===== src/rtl/cam_cap_pkg.sv =====
package cam_cap_pkg;

    typedef enum logic [1:0] {
        ST_OFF    = 2'd0,
        ST_ARMED  = 2'd1,
        ST_ACTIVE = 2'd2
    } cap_state_e;

    localparam int WORD_W = 32;

    localparam logic [2:0] MODE_8  = 3'b000;
    localparam logic [2:0] MODE_10 = 3'b001;
    localparam logic [2:0] MODE_12 = 3'b010;

endpackage


===== src/rtl/cam_cap_sampler.sv =====
module cam_cap_sampler #(
    parameter int DATA_W = 12
) (
    input  logic              clk,
    input  logic              rst_n,
    input  logic              clr,
    input  logic              pclk,
    input  logic              hsync,
    input  logic              vsync,
    input  logic [DATA_W-1:0] pix_in,
    input  logic              hs_pol,
    input  logic              vs_pol,
    input  logic              clk_pol,
    output logic              tick,
    output logic              hs_act,
    output logic              vs_act,
    output logic              hs_last,
    output logic              vs_last,
    output logic [DATA_W-1:0] pix
);

    logic              pclk_s;
    logic              pclk_d;
    logic              hs_s;
    logic              vs_s;
    logic [DATA_W-1:0] pix_s;
    logic              tick_c;

    // input registers, syncs normalised to active-high
    always_ff @(posedge clk or negedge rst_n) begin
        if (!rst_n) begin
            pclk_s <= 1'b0;
            pclk_d <= 1'b0;
            hs_s   <= 1'b0;
            vs_s   <= 1'b0;
            pix_s  <= '0;
        end else begin
            pclk_s <= pclk;
            pclk_d <= pclk_s;
            hs_s   <= hsync ^ hs_pol;
            vs_s   <= vsync ^ vs_pol;
            pix_s  <= pix_in;
        end
    end

    always_comb begin
        if (clk_pol) tick_c = pclk_d & ~pclk_s;
        else         tick_c = pclk_s & ~pclk_d;
    end

    // sample stage: current and previous sync levels per sensor sample
    always_ff @(posedge clk or negedge rst_n) begin
        if (!rst_n) begin
            tick    <= 1'b0;
            hs_act  <= 1'b0;
            vs_act  <= 1'b0;
            hs_last <= 1'b0;
            vs_last <= 1'b0;
            pix     <= '0;
        end else if (clr) begin
            tick    <= 1'b0;
            hs_act  <= 1'b0;
            vs_act  <= 1'b0;
            hs_last <= 1'b0;
            vs_last <= 1'b0;
            pix     <= '0;
        end else begin
            tick <= tick_c;
            if (tick_c) begin
                hs_act  <= hs_s;
                vs_act  <= vs_s;
                hs_last <= hs_act;
                vs_last <= vs_act;
                pix     <= pix_s;
            end
        end
    end

endmodule


===== src/rtl/cam_cap_ctrl.sv =====
module cam_cap_ctrl
    import cam_cap_pkg::*;
(
    input  logic clk,
    input  logic rst_n,
    input  logic clr,
    input  logic enable,
    input  logic frame_trig,
    input  logic start_align,
    input  logic mode_ok,
    input  logic tick,
    input  logic hs_act,
    input  logic vs_act,
    input  logic hs_last,
    input  logic vs_last,
    output logic take,
    output logic flush,
    output logic capturing,
    output logic frame_start,
    output logic frame_end,
    output logic line_start,
    output logic line_end
);

    cap_state_e state;
    cap_state_e state_nx;
    logic       in_line;
    logic       fs_c;
    logic       fe_c;
    logic       ls_c;
    logic       le_c;
    logic       stop_now;

    always_comb begin
        capturing = (state == ST_ACTIVE);
        stop_now  = !enable && !frame_trig;
        fs_c  = (state == ST_ARMED) && enable && tick && vs_act &&
                (!start_align || !vs_last);
        fe_c  = capturing && tick && !vs_act && vs_last;
        ls_c  = capturing && tick && vs_act && hs_act && !hs_last;
        le_c  = capturing && tick && vs_act && !hs_act && hs_last && in_line;
        take  = capturing && tick && vs_act && hs_act &&
                (in_line || !hs_last) && mode_ok;
        flush = le_c && mode_ok;
    end

    always_comb begin
        state_nx = state;
        unique case (state)
            ST_OFF:    if (enable) state_nx = ST_ARMED;
            ST_ARMED: begin
                if (!enable)   state_nx = ST_OFF;
                else if (fs_c) state_nx = ST_ACTIVE;
            end
            ST_ACTIVE: begin
                if (stop_now)  state_nx = ST_OFF;
                else if (fe_c) state_nx = enable ? ST_ARMED : ST_OFF;
            end
            default:           state_nx = ST_OFF;
        endcase
    end

    // state register
    always_ff @(posedge clk or negedge rst_n) begin
        if (!rst_n)   state <= ST_OFF;
        else if (clr) state <= ST_OFF;
        else          state <= state_nx;
    end

    // registered outputs
    always_ff @(posedge clk or negedge rst_n) begin
        if (!rst_n) begin
            frame_start <= 1'b0;
            frame_end   <= 1'b0;
            line_start  <= 1'b0;
            line_end    <= 1'b0;
            in_line     <= 1'b0;
        end else if (clr) begin
            frame_start <= 1'b0;
            frame_end   <= 1'b0;
            line_start  <= 1'b0;
            line_end    <= 1'b0;
            in_line     <= 1'b0;
        end else begin
            frame_start <= fs_c;
            frame_end   <= fe_c;
            line_start  <= ls_c;
            line_end    <= le_c;
            if (state_nx != ST_ACTIVE) in_line <= 1'b0;
            else if (ls_c)             in_line <= 1'b1;
            else if (le_c)             in_line <= 1'b0;
        end
    end

endmodule


===== src/rtl/cam_cap_packer.sv =====
module cam_cap_packer
    import cam_cap_pkg::*;
#(
    parameter int DATA_W = 12
) (
    input  logic              clk,
    input  logic              rst_n,
    input  logic              clr_all,
    input  logic              drop,
    input  logic [2:0]        width_mode,
    input  logic              swap,
    input  logic              take,
    input  logic              flush,
    input  logic [DATA_W-1:0] pix,
    output logic              wr,
    output logic [WORD_W-1:0] word
);

    logic [WORD_W-1:0] acc;
    logic [1:0]        idx;
    logic              wide;
    logic [1:0]        last_idx;
    logic [1:0]        lane;
    logic [4:0]        shamt;
    logic [4:0]        pix_w;
    logic [WORD_W-1:0] pix_ext;
    logic [WORD_W-1:0] merged;

    always_comb begin
        wide     = (width_mode != MODE_8);
        last_idx = wide ? 2'd1 : 2'd3;
        case (width_mode)
            MODE_8:  pix_w = 5'd8;
            MODE_10: pix_w = 5'd10;
            default: pix_w = 5'd12;
        endcase
        pix_ext = WORD_W'(pix) & ((WORD_W'(1) << pix_w) - WORD_W'(1));
        lane    = swap ? (last_idx - idx) : idx;
        shamt   = wide ? {lane[0], 4'b0000} : {lane, 3'b000};
        merged  = acc | (pix_ext << shamt);
    end

    always_ff @(posedge clk or negedge rst_n) begin
        if (!rst_n) begin
            acc  <= '0;
            idx  <= '0;
            wr   <= 1'b0;
            word <= '0;
        end else if (clr_all) begin
            acc  <= '0;
            idx  <= '0;
            wr   <= 1'b0;
            word <= '0;
        end else begin
            wr <= 1'b0;
            if (drop) begin
                acc <= '0;
                idx <= '0;
            end else if (take) begin
                if (idx == last_idx) begin
                    word <= merged;
                    wr   <= 1'b1;
                    acc  <= '0;
                    idx  <= '0;
                end else begin
                    acc <= merged;
                    idx <= idx + 2'd1;
                end
            end else if (flush && (idx != 2'd0)) begin
                word <= acc;
                wr   <= 1'b1;
                acc  <= '0;
                idx  <= '0;
            end
        end
    end

endmodule


===== src/rtl/cam_par_capture.sv =====
module cam_par_capture
    import cam_cap_pkg::*;
#(
    parameter int DATA_W = 12
) (
    input  logic              clk,
    input  logic              rst_n,
    input  logic              pclk,
    input  logic              hsync,
    input  logic              vsync,
    input  logic [DATA_W-1:0] pix_data,
    input  logic              enable,
    input  logic              frame_trig,
    input  logic              start_align,
    input  logic              hs_pol,
    input  logic              vs_pol,
    input  logic              clk_pol,
    input  logic [2:0]        width_mode,
    input  logic              swap,
    input  logic              core_rst,
    output logic              fifo_wr,
    output logic [31:0]       fifo_data,
    output logic              frame_start,
    output logic              frame_end,
    output logic              line_start,
    output logic              line_end
);

    logic              cr_eff;
    logic              mode_ok;
    logic              tick;
    logic              hs_act;
    logic              vs_act;
    logic              hs_last;
    logic              vs_last;
    logic [DATA_W-1:0] pix;
    logic              take;
    logic              flush;
    logic              capturing;

    assign cr_eff  = core_rst && !enable;
    assign mode_ok = (width_mode == MODE_8) || (width_mode == MODE_10) ||
                     (width_mode == MODE_12);

    cam_cap_sampler #(.DATA_W(DATA_W)) u_sampler (
        .clk     (clk),
        .rst_n   (rst_n),
        .clr     (cr_eff),
        .pclk    (pclk),
        .hsync   (hsync),
        .vsync   (vsync),
        .pix_in  (pix_data),
        .hs_pol  (hs_pol),
        .vs_pol  (vs_pol),
        .clk_pol (clk_pol),
        .tick    (tick),
        .hs_act  (hs_act),
        .vs_act  (vs_act),
        .hs_last (hs_last),
        .vs_last (vs_last),
        .pix     (pix)
    );

    cam_cap_ctrl u_ctrl (
        .clk         (clk),
        .rst_n       (rst_n),
        .clr         (cr_eff),
        .enable      (enable),
        .frame_trig  (frame_trig),
        .start_align (start_align),
        .mode_ok     (mode_ok),
        .tick        (tick),
        .hs_act      (hs_act),
        .vs_act      (vs_act),
        .hs_last     (hs_last),
        .vs_last     (vs_last),
        .take        (take),
        .flush       (flush),
        .capturing   (capturing),
        .frame_start (frame_start),
        .frame_end   (frame_end),
        .line_start  (line_start),
        .line_end    (line_end)
    );

    cam_cap_packer #(.DATA_W(DATA_W)) u_packer (
        .clk        (clk),
        .rst_n      (rst_n),
        .clr_all    (cr_eff),
        .drop       (!capturing),
        .width_mode (width_mode),
        .swap       (swap),
        .take       (take),
        .flush      (flush),
        .pix        (pix),
        .wr         (fifo_wr),
        .word       (fifo_data)
    );

endmodule


===== config.mk =====
export PLATFORM = sky130hd
export DESIGN_NAME = cam_par_capture
export DESIGN_NICKNAME = d
export VERILOG_FILES = /design/src/rtl/cam_cap_pkg.sv /design/src/rtl/cam_cap_sampler.sv /design/src/rtl/cam_cap_ctrl.sv /design/src/rtl/cam_cap_packer.sv /design/src/rtl/cam_par_capture.sv
export SDC_FILE = /design/constraint.sdc
export NUM_CORES = 1
export LEC_CHECK = 0
export ABC_AREA = 1
export BUFFER_PORTS_ARGS = -buffer_cell sky130_fd_sc_hd__buf_2
export CAP_MARGIN = 30
export CORE_MARGIN = 4
export CORE_UTILIZATION = 45
export CTS_CLUSTER_SIZE = 30
export DETAILED_ROUTE_END_ITERATION = 8
export PLACE_DENSITY = 0.69
export SLEW_MARGIN = 40
export SYNTH_ARGS = -nofsm -noshare
export SYNTH_HDL_FRONTEND = slang
export SYNTH_SLANG_ARGS = --single-unit

===== constraint.sdc =====
create_clock -name clk -period 2.8 [get_ports clk]
set_input_delay 0.56 -clock clk [delete_from_list [all_inputs] [get_ports clk]]
set_output_delay 0.56 -clock clk [all_outputs]
set_load 0.02 [all_outputs]

Yosys cells after proc, flatten, opt, wreduce, memory -nomap -nowiden
Index checks and enable logic that the tools add are counted.

Flip-flop bits (word level): 107. Input bits: 28. Output and inout port bits: 37.

$add $sub $neg: 3. Eq/ne operators: 8. Shift-type cells: 2. Mux-type cells: 52. Bitwise operators: 8. Reduce and logical (&&, ||, !) cells: 39.

Operators by type and width (count): $mux 32 (10); $and 12x32->32 (1); $or 32x32->32 (1); $shl 1x4->32 const A (1); $shl 32x5->32 (1); $sub 32x1->32 const B (1); $mux 2 (13); $mux 1 (24); $mux 12 (2); $logic_and 1x1->1 (19); $logic_not 1->1 (7); $pmux 2 s3 (1); $pmux 3 s2 (1); $reduce_bool 2->1 (3); $reduce_bool 3->1 (2); $mux 5 (1); $logic_or 1x1->1 (4); $ne 4x3->1 const B (1); $reduce_bool 4->1 (1); $eq 3x1->1 const B (1); $eq 3x2->1 const B (1); $logic_not 3->1 (1); $ne 3x2->1 const B (1); $reduce_and 3->1 (1); 10 further kinds (13).

Depth between registers and ports, before layout
Word-level depth: 12. Mapped depth: 11. Depth with buffers taken out: 10.

By module
From an unflattened synthesis, not the netlist that was laid out.

Cells, all modules: 577. Area total of the unflattened synthesis: 5033.6 um2.

Modules (own cells, without submodules): cam_cap_packer (instances 1, cells an instance 423, area each 3442.1 um2, seq. area each 1676.6 um2); cam_cap_sampler (instances 1, cells an instance 99, area each 1201.2 um2, seq. area each 825.8 um2); cam_cap_ctrl (instances 1, cells an instance 51, area each 370.4 um2, seq. area each 175.2 um2); cam_par_capture (instances 1, cells an instance 4, area each 20.0 um2, seq. area each 0.0 um2).

Least setup slack after synthesis
Ideal clock, no wire load.

Path type: input -> register. Start point: input width_mode[1]. End point: register u_packer.acc[22]. Arrival: 1425 ps. Required time: 2679 ps. Setup slack: 1254 ps. Cell stages on the path: 9. Buffers on the path: 1. Cell sequence: nor2_2 > nand2_2 > nand2_2 > nand3_2 > nand2_4 > inv_2 > buf_6 > nand3_1 > a21oi_1.

Longest elaborated chain between the ends: 11. Elaborated cells on any way between the ends: 25. Classes of those cells: add/sub (2); eq/ne (4); shift (2); mux (8); bitwise (2); reduce/logical (7).

Ends and longest elaborated chain: start, declared (line cam_par_capture.sv:18) `input logic [2:0] width_mode,`; $eq 3x1->1 (tied with other cells) (line cam_cap_packer.sv:32, cam_par_capture.sv:42); $pmux 3 s2 / $mux 2 (equally long branches) (line cam_cap_packer.sv:32, cam_cap_packer.sv:31); $shl 1x4->32 / $sub 2x2->2 (equally long branches) (line cam_cap_packer.sv:37, cam_cap_packer.sv:38); $sub 32x1->32 / $mux 2 (equally long branches) (line cam_cap_packer.sv:37, cam_cap_packer.sv:38); $and 12x32->32 / $mux 5 (equally long branches) (line cam_cap_packer.sv:37, cam_cap_packer.sv:39); $shl 32x5->32 (line cam_cap_packer.sv:40) `merged = acc | (pix_ext << shamt);`; $or 32x32->32 (line cam_cap_packer.sv:40); $mux 32 (line cam_cap_packer.sv:60) `if (idx == last_idx) begin`; $mux 32 (line cam_cap_packer.sv:59) `end else if (take) begin`; $mux 32 (line cam_cap_packer.sv:56) `if (drop) begin`; $mux 32 (line cam_cap_packer.sv:49) `end else if (clr_all) begin`; end signal, assigned (line cam_cap_packer.sv:66) `acc <= merged;`; end, declared (line cam_cap_packer.sv:19) `logic [WORD_W-1:0] acc;`.

Parallel ways exist; a longest one is shown, timed or not. A chain may end at the register's enable or synchronous reset.

Worst setup path in the final report
Start point: register u_packer.idx[0]. End point: register u_packer.word[22].

Longest elaborated chain between the ends: 9. Elaborated cells on any way between the ends: 15. Classes of those cells: add/sub (1); eq/ne (2); shift (1); mux (6); bitwise (1); reduce/logical (4).

Ends and longest elaborated chain: start, declared (line cam_cap_packer.sv:20) `logic [1:0] idx;`; start signal, assigned (line cam_cap_packer.sv:67) `idx <= idx + 2'd1;`; $sub 2x2->2 (line cam_cap_packer.sv:38) `lane = swap ? (last_idx - idx) : idx;`; $mux 2 (line cam_cap_packer.sv:38); $mux 5 (line cam_cap_packer.sv:39) `shamt = wide ? {lane[0], 4'b0000} : {lane, 3'b000};`; $shl 32x5->32 (line cam_cap_packer.sv:40); $or 32x32->32 (line cam_cap_packer.sv:40); $mux 32 (line cam_cap_packer.sv:60); $mux 32 (line cam_cap_packer.sv:59); $mux 32 (line cam_cap_packer.sv:56); $mux 32 (line cam_cap_packer.sv:49); end signal, assigned (line cam_cap_packer.sv:61) `word <= merged;`; end, declared (line cam_cap_packer.sv:16) `output logic [WORD_W-1:0] word`.

Parallel ways exist; a longest one is shown, timed or not. The select of a mux whose other input is x is not followed.

==> flow_summary.toml <==
[outcome]
outcome = "complete, no violations"

[global_routing]
grt_usage_pct = 17.8
grt_pass1_wl_um = 18000
grt_pass1_vias = 3685
antenna_found_initial = 0
overflow = 0
grt_max_degree = 47

[cts]
cts_tree = "done"
cts.clk_slew.worst_paths_ns = 0.10
cts_buffers = 9
cts_hold_buf = 0
postCtsSetupRepairBufs = 0
insertion_delay_ns = 0.37
clock-sinks = 107
ctsResizeCount = 0
cts_buffer_depth = 2
root_buffer = "clkbuf_8"
htreeDepth = 3

[synth]
ys_seq_area_share_pct = 55.6
synth_warnings = 0
yosys.area.top_type = "dfrtp_1"
synth_top_flop_cell = "dfrtp_1"
synth_cell_type_count = 27
synth_edf_count = 0
synth_area_leaders = "dfrtp_1 56%, nand2_1 11%, nand3_1 9.9%, inv_1 5.1%, a21oi_1 3.0%"
avgSynthCellArea_um2 = 8.72
ys_ff_latch = 107
syn_inst = 552
async_flop_share_pct = 100
synth_fp_nets = 581
synth_top_area_share_pct = 55.6
syn_area_mm2 = 0.00481

[sta]
hold_viol = 0
skew_ns = 0.00894
totalNegativeSetupSlack_ns = 0
slew_violations = 0
min_period_over_period_pct = 73.3
worst_pin_slew_ns = 0.625
layout_min_cycle_time_ns = 2.05
fmaxAchievable_mhz = 487
fin_ws_ns = 0.747
slew_headroom_pct = 58.3
rsz0062_at_grt = "no"
setup_viol = 0

[layout]
drive_above_1_share_pct = 18.2
final_area_mm2 = 0.00541
area_growth_syn_to_layout_pct = 12.3
fin_nets = 635
fill_cells = 1014
n_antenna_cell = 0

[floorplanning]
io_pins = 65
placementRows = 37
core_mm2 = 0.0104
chipWidth_um = 111
start_util_pct = 46.4
die_y_um = 111
die_area_mm2 = 0.0124

[run]
cap_violations = 0

[drt]
antenna_left = 0
vias = 3754
dr.pass1.iters = 4
finalWirelength_um = 10200
routed_via_density = 5.03
drtIter0Drc = 261
drt-wirelength-per-cell_um = 13.6
drc = 0

[worst_setup_path]
path_common_cell = "nand2_1"
path_cells = "inv_1 -> ha_1 -> nor2_1 -> nand3_1 -> nand2_1 -> nand2_4 -> nor2_8 -> nand2_1 -> nand2_1"
cp_data_required_time_ns = 3.10
cp_max_fo = 33
arrival_ns = 2.36
cp-start-kind = "register"
critical_path_class = "reg -> reg"
crit_buf_inv = 1
slowest_delay_ns = 0.43
worst_path_max_delay_cell = "nor2_8"
crit_path_end_kind = "register"
cp_top_family = "simple AND/OR/NAND/NOR gates"

[placement]
place_congestion = 0.907
place_ws_ns = 0.526
placed_cell_area_mm2 = 0.00518
hpwl_um = 7150
port_buffers = 64

[worst_hold_path]
hold_path.class = "in -> async"

[power_and_ir_drop]
p_leak_uw = 0.00287
peakVddDrop_uv = 323
cellPowerDensity_mw_per_mm2 = 533
-- registers in the layout, indices dropped and copies added, names as in the netlist, 2 cells and up --
| name | count |
|---|---|
| u_sampler.pix_s | 12 |
| u_ctrl.state | 2 |
| u_packer.idx | 2 |
| u_packer.acc | 32 |
| u_packer.word | 32 |
| u_sampler.pix | 12 |
-- power by group --
part	internal, µW	switching (µW)	total, µW
sequential	1590	19.5	1610
combinational	60.7	165	226
clock	552	500	1050
total	2200	685	2880
-- placed cells by master, fill, tap and decap left out, types with 9 or more instances in the layout --
cell and count:
nand2_1 141, dfrtp_1 107, nand3_1 95, inv_1 65
buf_2 63, a21oi_1 29, nor2_1 20, nand4_1 16
clkbuf_8 11, o21ai_1 9
-- cells by family after synthesis --
logic type | synth area share, %
AOI/OAI and AO/OA | 6.14
xor gates and xnor gates | 0.364
adders and majority gates | 0.260
buffers and inverters | 9.07
DFF | 55.6
and+or+nand+nor | 28.5
-- through the flow --
stage          hold WS, ns  std cells  total power (µW)  util (%)
4_1_cts              0.197        747              2920      52.1
6_report             0.190        747              2880      52.1
2_1_floorplan        0.264        552              1770         -
5_1_grt              0.221        747              3020      52.1
3_5_place_dp         0.370        731              1860      49.9
3_3_place_gp         0.362        731              1850      49.9
-- worst paths after layout --
kind | from | endpoint | slack (ns) | depth (start not counted)
setup / recovery | u_packer.idx[0] | u_packer.word[22] | 0.75 | 9
hold / removal | rst_n | u_packer.word[10] | 0.19 | 1
setup reg to reg | u_packer.idx[0] | u_packer.word[22] | 0.75 | 9
hold reg to reg | u_sampler.pclk_s | u_sampler.pclk_d | 0.39 | 0
max in group asynchronous | rst_n | u_packer.word[31] | 1.86 | 2
min in group clk | pix_data[6] | u_sampler.pix_s[6] | 0.29 | 1
-- cells in the mapped netlist (2+ instances only) --
library cell,count
nor2_2,2
buf_2,10
nand3_2,3
a21oi_1,29
nor2_8,2
nand2_1,141
o21ai_1,9
xor2_1,2
nand2_2,6
o22ai_1,3
buf_6,5
inv_1,65
a21oi_2,5
nand3_1,95
dfrtp_1,107
nand4_1,16
o21ai_0,7
clkbuf_1,3
inv_2,4
buf_4,8
nor2_1,20
nor3_1,2
nand2_4,3
nor2_4,2
-- metal layers --
metal	vias up	track usage, %	part of all wire (%)
li1	1872	-	-
met1	1806	24.4	46
met2	66	28.6	49
met3	10	3.26	3.9
met4	0	6.24	1.5
met5	-	0	0
-- final cells by class --
| class | instances | area [µm²] | share of cell area [%] |
|---|---|---|---|
| Multi-Input combinational cell | 350 | 1700 | 31.4 |
| Clock buffer | 12 | 155 | 2.87 |
| Clock inverter | 4 | 72.6 | 1.34 |
| Tap cell | 136 | 170 | 3.15 |
| Inverter | 69 | 259 | 4.79 |
| Timing Repair Buffer | 69 | 373 | 6.90 |
| Sequential cell | 107 | 2680 | 49.5 |
No activity file was read; power rests on OpenSTA's default activity.
